[config.mk]
export PLATFORM = sky130hd
export DESIGN_NAME = poison_tracker
export DESIGN_NICKNAME = d
export VERILOG_FILES = /design/src/rtl/poison_pkg.sv /design/src/rtl/poison_src_check.sv /design/src/rtl/poison_decide.sv /design/src/rtl/poison_store.sv /design/src/rtl/poison_tracker.sv
export SDC_FILE = /design/constraint.sdc
export NUM_CORES = 1
export LEC_CHECK = 0
export CAP_MARGIN = 20
export CORE_MARGIN = 3
export CORE_UTILIZATION = 34
export DETAILED_ROUTE_END_ITERATION = 10
export GPL_ROUTABILITY_DRIVEN = 0
export HOLD_SLACK_MARGIN = 0.15
export PLACE_DENSITY = 0.6
export SKIP_LAST_GASP = 1
export SLEW_MARGIN = 25
export SYNTH_ARGS = -nofsm -noshare
export SYNTH_HDL_FRONTEND = slang
export SYNTH_HIERARCHICAL = 1
export SYNTH_SLANG_ARGS = --single-unit
[constraint.sdc]
create_clock -name clk -period 4.3 [get_ports clk]
set_input_delay 1.075 -clock clk [delete_from_list [all_inputs] [get_ports clk]]
set_output_delay 1.075 -clock clk [all_outputs]
set_load 0.01 [all_outputs]
[src/rtl/poison_pkg.sv]
// Package: shared sizing defaults and the write decision type for the
// poison tracker. Assumes one instruction per cycle with two sources.
package poison_pkg;

    localparam int DEF_NREG = 32;
    localparam int DEF_NSRC = 2;

    // What the tracker does to the destination poison bit this cycle
    typedef enum logic [1:0] {
        WR_NONE  = 2'd0,
        WR_CLEAR = 2'd1,
        WR_SET   = 2'd2
    } wr_act_e;

endpackage

[src/rtl/poison_src_check.sv]
// Module: looks up the poison bit of each enabled source and picks the
// lowest-numbered poisoned source as the fault cause.
// Assumes: register 0 is kept clean by the storage, so no special case here.
module poison_src_check #(
    parameter int NREG  = poison_pkg::DEF_NREG,
    parameter int NSRC  = poison_pkg::DEF_NSRC,
    parameter int IDX_W = $clog2(NREG)
) (
    input  logic [NREG-1:0]            poison_vec,
    input  logic [NSRC-1:0]            src_en,
    input  logic [NSRC-1:0][IDX_W-1:0] src_idx,
    output logic                       any_hit,
    output logic [IDX_W-1:0]           cause_idx
);

    logic [NSRC-1:0] hit;

    // Per-source poison lookup, one copy per source port
    for (genvar s = 0; s < NSRC; s++) begin : g_src
        assign hit[s] = src_en[s] & poison_vec[src_idx[s]];
    end

    assign any_hit = |hit;

    // Lowest poisoned source index across all ports
    always_comb begin
        logic found;
        found     = 1'b0;
        cause_idx = '0;
        for (int s = 0; s < NSRC; s++) begin
            if (hit[s] && (!found || src_idx[s] < cause_idx)) begin
                cause_idx = src_idx[s];
                found     = 1'b1;
            end
        end
    end

endmodule

[src/rtl/poison_decide.sv]
// Module: combinational decision for one instruction: illegal store,
// deferred fault, resumable pass-through and the destination action.
// Assumes: restore_we takes priority and cancels the instruction.
module poison_decide #(
    parameter int NREG  = poison_pkg::DEF_NREG,
    parameter int IDX_W = $clog2(NREG)
) (
    input  logic                     op_valid,
    input  logic                     op_spec,
    input  logic                     dst_we,
    input  logic [IDX_W-1:0]         dst_idx,
    input  logic                     term_exc,
    input  logic                     resum_exc,
    input  logic                     is_store,
    input  logic                     restore_we,
    input  logic                     any_hit,
    output logic                     illegal_nxt,
    output logic                     fault_nxt,
    output logic                     resum_nxt,
    output poison_pkg::wr_act_e      wr_act
);

    logic live;

    assign live = op_valid & ~restore_we;

    // Flag outcomes for the registered outputs
    always_comb begin
        illegal_nxt = live & is_store & op_spec;
        fault_nxt   = live & ~op_spec & any_hit;
        resum_nxt   = live & resum_exc & ~(is_store & op_spec);
    end

    // Destination poison action: set, clear or leave alone
    always_comb begin
        wr_act = poison_pkg::WR_NONE;
        if (live && dst_we && !is_store && dst_idx != '0 && !(~op_spec & any_hit)) begin
            if (op_spec && (any_hit || term_exc))
                wr_act = poison_pkg::WR_SET;
            else
                wr_act = poison_pkg::WR_CLEAR;
        end
    end

endmodule

[src/rtl/poison_store.sv]
// Module: the poison bit array. Bit 0 is tied low; the other bits reset
// to clean, load from the restore vector, or take the single write.
// Assumes: restore and write never both matter in one cycle (restore wins).
module poison_store #(
    parameter int NREG  = poison_pkg::DEF_NREG,
    parameter int IDX_W = $clog2(NREG)
) (
    input  logic                 clk,
    input  logic                 rst_n,
    input  logic                 restore_we,
    input  logic [NREG-1:1]      restore_hi,
    input  poison_pkg::wr_act_e  wr_act,
    input  logic [IDX_W-1:0]     wr_idx,
    output logic [NREG-1:0]      state
);

    assign state[0] = 1'b0;

    for (genvar g = 1; g < NREG; g++) begin : g_bit
        // One poison flop per register above 0
        always_ff @(posedge clk) begin
            if (!rst_n)
                state[g] <= 1'b0;
            else if (restore_we)
                state[g] <= restore_hi[g];
            else if (wr_act != poison_pkg::WR_NONE && wr_idx == IDX_W'(g))
                state[g] <= (wr_act == poison_pkg::WR_SET);
        end
    end

endmodule

[src/rtl/poison_tracker.sv]
// Module: top of the register poison tracker. Defers terminating
// exceptions of speculative instructions through per-register poison bits
// and raises a fault when a normal instruction consumes a poisoned value.
// Assumes: at most one instruction per cycle; all flags registered once.
module poison_tracker #(
    parameter int NREG  = poison_pkg::DEF_NREG,
    parameter int IDX_W = $clog2(NREG)
) (
    input  logic             clk,
    input  logic             rst_n,
    input  logic             op_valid,
    input  logic             op_spec,
    input  logic             src0_en,
    input  logic [IDX_W-1:0] src0_idx,
    input  logic             src1_en,
    input  logic [IDX_W-1:0] src1_idx,
    input  logic             dst_we,
    input  logic [IDX_W-1:0] dst_idx,
    input  logic             term_exc,
    input  logic             resum_exc,
    input  logic             is_store,
    input  logic             restore_we,
    input  logic [NREG-1:0]  restore_data,
    output logic             fault,
    output logic [IDX_W-1:0] fault_reg,
    output logic             illegal_store,
    output logic             resum_pass,
    output logic [NREG-1:0]  poison_vec
);

    localparam int NSRC = poison_pkg::DEF_NSRC;

    logic                       any_hit;
    logic [IDX_W-1:0]           cause_idx;
    logic                       illegal_nxt;
    logic                       fault_nxt;
    logic                       resum_nxt;
    poison_pkg::wr_act_e        wr_act;
    logic [NSRC-1:0]            src_en;
    logic [NSRC-1:0][IDX_W-1:0] src_idx;

    assign src_en  = {src1_en, src0_en};
    assign src_idx = {src1_idx, src0_idx};

    poison_src_check #(.NREG(NREG), .NSRC(NSRC), .IDX_W(IDX_W)) u_src (
        .poison_vec (poison_vec),
        .src_en     (src_en),
        .src_idx    (src_idx),
        .any_hit    (any_hit),
        .cause_idx  (cause_idx)
    );

    poison_decide #(.NREG(NREG), .IDX_W(IDX_W)) u_dec (
        .op_valid    (op_valid),
        .op_spec     (op_spec),
        .dst_we      (dst_we),
        .dst_idx     (dst_idx),
        .term_exc    (term_exc),
        .resum_exc   (resum_exc),
        .is_store    (is_store),
        .restore_we  (restore_we),
        .any_hit     (any_hit),
        .illegal_nxt (illegal_nxt),
        .fault_nxt   (fault_nxt),
        .resum_nxt   (resum_nxt),
        .wr_act      (wr_act)
    );

    poison_store #(.NREG(NREG), .IDX_W(IDX_W)) u_store (
        .clk        (clk),
        .rst_n      (rst_n),
        .restore_we (restore_we),
        .restore_hi (restore_data[NREG-1:1]),
        .wr_act     (wr_act),
        .wr_idx     (dst_idx),
        .state      (poison_vec)
    );

    // Register the per-instruction outcome flags and the fault cause
    always_ff @(posedge clk) begin
        if (!rst_n) begin
            fault         <= 1'b0;
            fault_reg     <= '0;
            illegal_store <= 1'b0;
            resum_pass    <= 1'b0;
        end else begin
            fault         <= fault_nxt;
            fault_reg     <= fault_nxt ? cause_idx : '0;
            illegal_store <= illegal_nxt;
            resum_pass    <= resum_nxt;
        end
    end

endmodule

# == After elaboration in Yosys (flattened, before gate mapping) ==
# Index checks and enable logic that the tools add are counted.
# totals
mem_bits_ro,0
input_bits,58
latchBits,0
ram_bits,0
wordCells,232
reg_bits,39
mem_count,0
output_inout_bits,40
# classes
n_shift,0
magnitude_cmp,3
bitwise,14
n_eq_ne,32
n_addsub,0
mul,0
n_div,0
n_mux,71
reduce_logical,77
# ops
cell,count
equality test 5 bit (second input constant),16
2-to-1 mux 1 bit,65
nonzero test 2 bit,32
equality test 5 x 4 -> 1 bit (second input constant),8
logical AND 1 bit,37
equality test 5 x 3 -> 1 bit (second input constant),4
less-than comparator 5 x 6 -> 1 bit (second input constant),2
AND 1 bit,11
binary-select mux 1 bit (select 5 bit),2
equality test 5 x 2 -> 1 bit (second input constant),2
2-to-1 mux 5 bit,2
equality test 5 x 1 -> 1 bit (second input constant),1
less-than comparator 5 bit,1
nonzero test 5 bit,1
2-to-1 mux 2 bit,2
zero test 1 bit,3
inverter 1 bit,3
equality test 2 bit (second input constant),1
logical OR 1 bit,2
AND reduction 2 bit,1
OR reduction 2 bit,1

# == Longest topological paths before layout ==
# depth
ltp_word,12
ltp_mapped,14
mapped_depth_nobuf,13

# == Hierarchy ==
# Netlist, hierarchy kept.
# modules_own_cells
module,seq_area_each_um2,area_per_inst_um2,instances,cells_per_inst
poison_store,620.6,1816.7,1,224
poison_src_check,0.0,877.1,1,89
poison_tracker,160.2,214.0,1,16
poison_decide,0.0,82.6,1,12

# == Least setup slack after synthesis ==
# Ideal clock, no wire load.
# synth_path
path_kind,in2reg
startpoint,in src1_idx[0]
endpoint,reg u_store.state[8]
path_buffers,2
slack_ps,610
arrival_time_ps,3567
path_stages,12
setup_ps,123
t_required_ps,4177
cell_sequence,buf_2 > mux4_1 > mux2i_1 > o221ai_2 > nand4b_4 > or2b_1 > o21ai_0 > nor2b_1 > o21ba_2 > buf_6 > a31oi_1 > mux2i_1
# synth_between
elab_chain_len,11
elab_cells_between_ends,17
cone_classes,eq/ne: 1; mux: 6; bitwise: 2; reduce/logical: 8
# synth_rtl
item,line,rtl
"start, declared",poison_tracker.sv:16,"input logic [IDX_W-1:0] src1_idx,"
binary-select mux 1 bit (select 5 bit) *,poison_src_check.sv:20,assign hit[s] = src_en[s] & poison_vec[src_idx[s]];
2-to-1 mux 1 bit (implied by the code) *,poison_src_check.sv:20,
AND 1 bit *,poison_src_check.sv:20,
OR reduction 2 bit *,poison_src_check.sv:23,assign any_hit = |hit;
via any_hit,poison_tracker.sv:33,logic any_hit;
logical OR 1 bit / AND 1 bit (equally long branches),"poison_decide.sv:38, poison_decide.sv:37",
logical AND 1 bit / zero test 1 bit (equally long branches),"poison_decide.sv:38, poison_decide.sv:37",
2-to-1 mux 2 bit / logical AND 1 bit (equally long branches),"poison_decide.sv:38, poison_decide.sv:37",
2-to-1 mux 2 bit *,poison_decide.sv:37,if (live && dst_we && !is_store && dst_idx != '0 && !(~op_spec & any_hit)) begin
via wr_act[0],poison_tracker.sv:38,poison_pkg::wr_act_e wr_act;
equality test 2 bit / nonzero test 2 bit (equally long branches),"poison_store.sv:27, poison_store.sv:26",
2-to-1 mux 1 bit / logical AND 1 bit (equally long branches),poison_store.sv:26,else if (wr_act != poison_pkg::WR_NONE && wr_idx == IDX_W'(g))
2-to-1 mux 1 bit / nonzero test 2 bit (equally long branches),-,
"end signal, assigned by index",poison_store.sv:25,state[g] <= restore_hi[g];
"end signal, assigned by index",poison_store.sv:27,state[g] <= (wr_act == poison_pkg::WR_SET);
"end, declared",poison_store.sv:14,output logic [NREG-1:0] state
# Mark *: on every way through the listed nets, which the timed path passes. The rest lies on a longest branch. The select of a mux whose other input is x is not followed.
# A chain may end at the register's enable or synchronous reset.

# == Worst setup path in the final report ==
# layout_path
startpoint,in src1_idx[1]
endpoint,reg u_store.state[2]
# The elaborated chain is that of the path after synthesis.

==> run metrics <==
f_max=247 MHz; Seq cells post-synth=39; Hold Slack=503 ps; Final Cycle Share=94.1%; worst path bufs/invs=4; crit path DAT=4270 ps; layout overhead on the synthesized area=43.4%; vias in the first global route=2846; outcome=finished, final reports clean; Post-synth EDFFs=0; CTS tree=built; Cell Area, Placed=4070 sq um; share of cells above drive strength 1=about an eighth; Syn Std Cell Area=2990 sq um; commonest non-fill, non-tap cell in the layout=clkdlybuf4s50_1; Avg Cell Area, Syn=8.77 sq um; Clk pwr share=between 30% and 40%; synthesized net count=403; Top FF cell, synth=dfxtp_1; DIE AREA=9960 sq um; Nets=499; P per Cell Area=240 nW/um^2; crit path kind=input port to flop; max-slew violation count=0; worst-skew pair later-pin latency=about 300 ps; setup TNS=0 ps; switch share=around a quarter; total power=1.03 mW; CTS max path bufs=2; first-pass GRT wire length=14700 microns; Async SR Flop Fraction=0%; switching power=~270 uW; Worst path top cell family by delay=buffers and inverters; port bufs=95; number of placed instances, taps included=530; GRT Util Overall=18.5%; initial antenna violation count=0; Worst Tran Pin Value=between 700 and 800 ps; register share of total power=37.8%; Worst Setup End Kind=flop; Yosys cell types=51; min-delay worst type=flop to flop; Die Span Y=between 90 and 100 microns; Core Util, Final=about half; final WL=9400 microns; DRT iter0 DRCs=128; most frequent cells in the layout=clkdlybuf4s50_1, mux2i_1, dfxtp_1; CP max stage delay=510 ps; CP cell instances=clkdlybuf4s50_1, mux2_2, or3_1, a311oi_1, nand4b_4, or2b_1, o21ai_0, buf_4, nor2_1, buf_4, o21ba_2, buf_12, a31oi_1, mux2i_1; router iterations before antenna repair=5; most frequent CP cell=buf_4; startpoint types=input port; P_leak=between 1.5 and 2 nW; Syn Inst Count=between 300 and 400; Largest register FFs=31; WP data required=4520 ps; die width=around 100 microns; wire length per cell=17.3 microns; sequential share of the synthesized area=26.1%; CTS root buf=clkbuf_8; setup ws final=252 ps; Ys Warns=6; worst rel slew slack=49.7%; non-filler instance count after layout=543; row cnt=33; max-cap violations=0; Via Count=~2900; Register Area=between 700 and 800 sq um; initial core utilization=35.7%; Ports=98; area taken by multi-input logic gates=2040 sq um; Tmin final=4050 ps; final setup vio count=0; Routed Antenna Nets=0; clk_skew=10.2 ps; Design Area, Final=4290 sq um; Critical Path Source=src1_idx[1]; Clock transition at path regs=80 ps; Hold Vio Cnt, Final=0; core region area=8380 sq um; Vias/cell=approximately 5.4; hold path startpoint=u_store/state[1]; Post-route DRC=0; clock sinks=39; hpwl dp=between 6000 and 7000 microns; crit path max fanout=15; Comb power frac=25.6%; RSZ-0062 raised after global routing=false; r2r startpoint=u_store/state[27]; peak supply drop=0.163 mV; pin count of the biggest net entering global routing=71; Crit-path slowest cell=clkdlybuf4s50_1; # diodes=0; Fill cells=812; H-tree levels=2; DP Worst Slack=-729 ps; GR Overflow Total=0; Int Pwr=757 uW; TritonCTS buffer count=5
## final timing paths
kind	end	depth (start not counted)	slack (ps)
setup reg to reg	u_store/state[2]	13	1140
setup / recovery	u_store/state[2]	14	250
hold / removal	u_store/state[1]	2	500
hold reg to reg	u_store/state[1]	2	500
## routing by layer
metal	share of wire [%]	track usage [%]	vias up
li1	-	-	1447
met1	45	24.6	1382
met2	48	30.9	95
met3	5.7	3.47	11
met4	1.2	4.41	0
met5	0	0	-
## cell type report
type / instances / share of cell area (%)
multi-input cells: 267 / 47.7
repair buffers: 121 / 27.5
flip-flops and latches: 39 / 18.2
well taps: 105 / 3.06
clock inverters: 3 / 1.66
clock buffers: 5 / 1.60
inverters: 3 / 0.263
## power groups by stage
stage | clock network [mW] | logic (mW) | registers [mW]
final | 0.377 | 0.264 | 0.390
after global routing | 0.404 | 0.285 | 0.392
after floorplan | 0 | 0.134 | 0.399
after CTS | 0.387 | 0.263 | 0.390
after global placement | 0 | 0.257 | 0.398
after detailed placement | 0 | 0.260 | 0.398
## Yosys cell counts (all sizes together), types with 3 or more instances
library cell	count	area, sq um
inv	3	11.3
ha	4	50.1
a21oi	4	31.3
nor2	11	41.3
nand2	38	143
a22o	4	35.0
buf	17	119
and2	37	235
a31oi	31	194
mux2i	43	430
mux2	3	33.8
nand3b	3	22.5
dfxtp	39	781
o21ai	33	165
mux4	10	255
clkbuf	16	62.6
nand3	3	15.0
and3	6	37.5
nor2b	8	50.1
## kinds of logic (layout without fill, tap and decap cells)
kind of cell | after synthesis | after routing | synth area share [%]
compound gates | 84 | 84 | 18.2
fa+ha+maj | 4 | 4 | 1.67
buf+inv | 36 | 132 | 6.44
flops | 39 | 39 | 26.1
mux | 56 | 56 | 24.1
other cells | 1 | 1 | 0.125
simple gates | 121 | 122 | 23.4
## worst register-to-register path, stage by stage, from the launching register on
cell and delay [ps]:
dfxtp_1 360, mux4_1 520, mux2i_1 190, and3_1 210, and4bb_4 200, or2b_1 250
o21ai_0 190, buf_4 150, nor2_1 70, buf_4 150, o21ba_2 210, buf_12 140
a31oi_1 220, mux2i_1 230
## what timing repair did
| item | in CTS | in global routing |
|---|---|---|
| setup buffers | 4 | 0 |
| gates resized for setup | 2 | 3 |
| gates cloned | 1 | 0 |
| endpoints found under the setup margin | 31 | 35 |
| hold buffers | 0 | 0 |
Power figures use the tool's default switching activity.
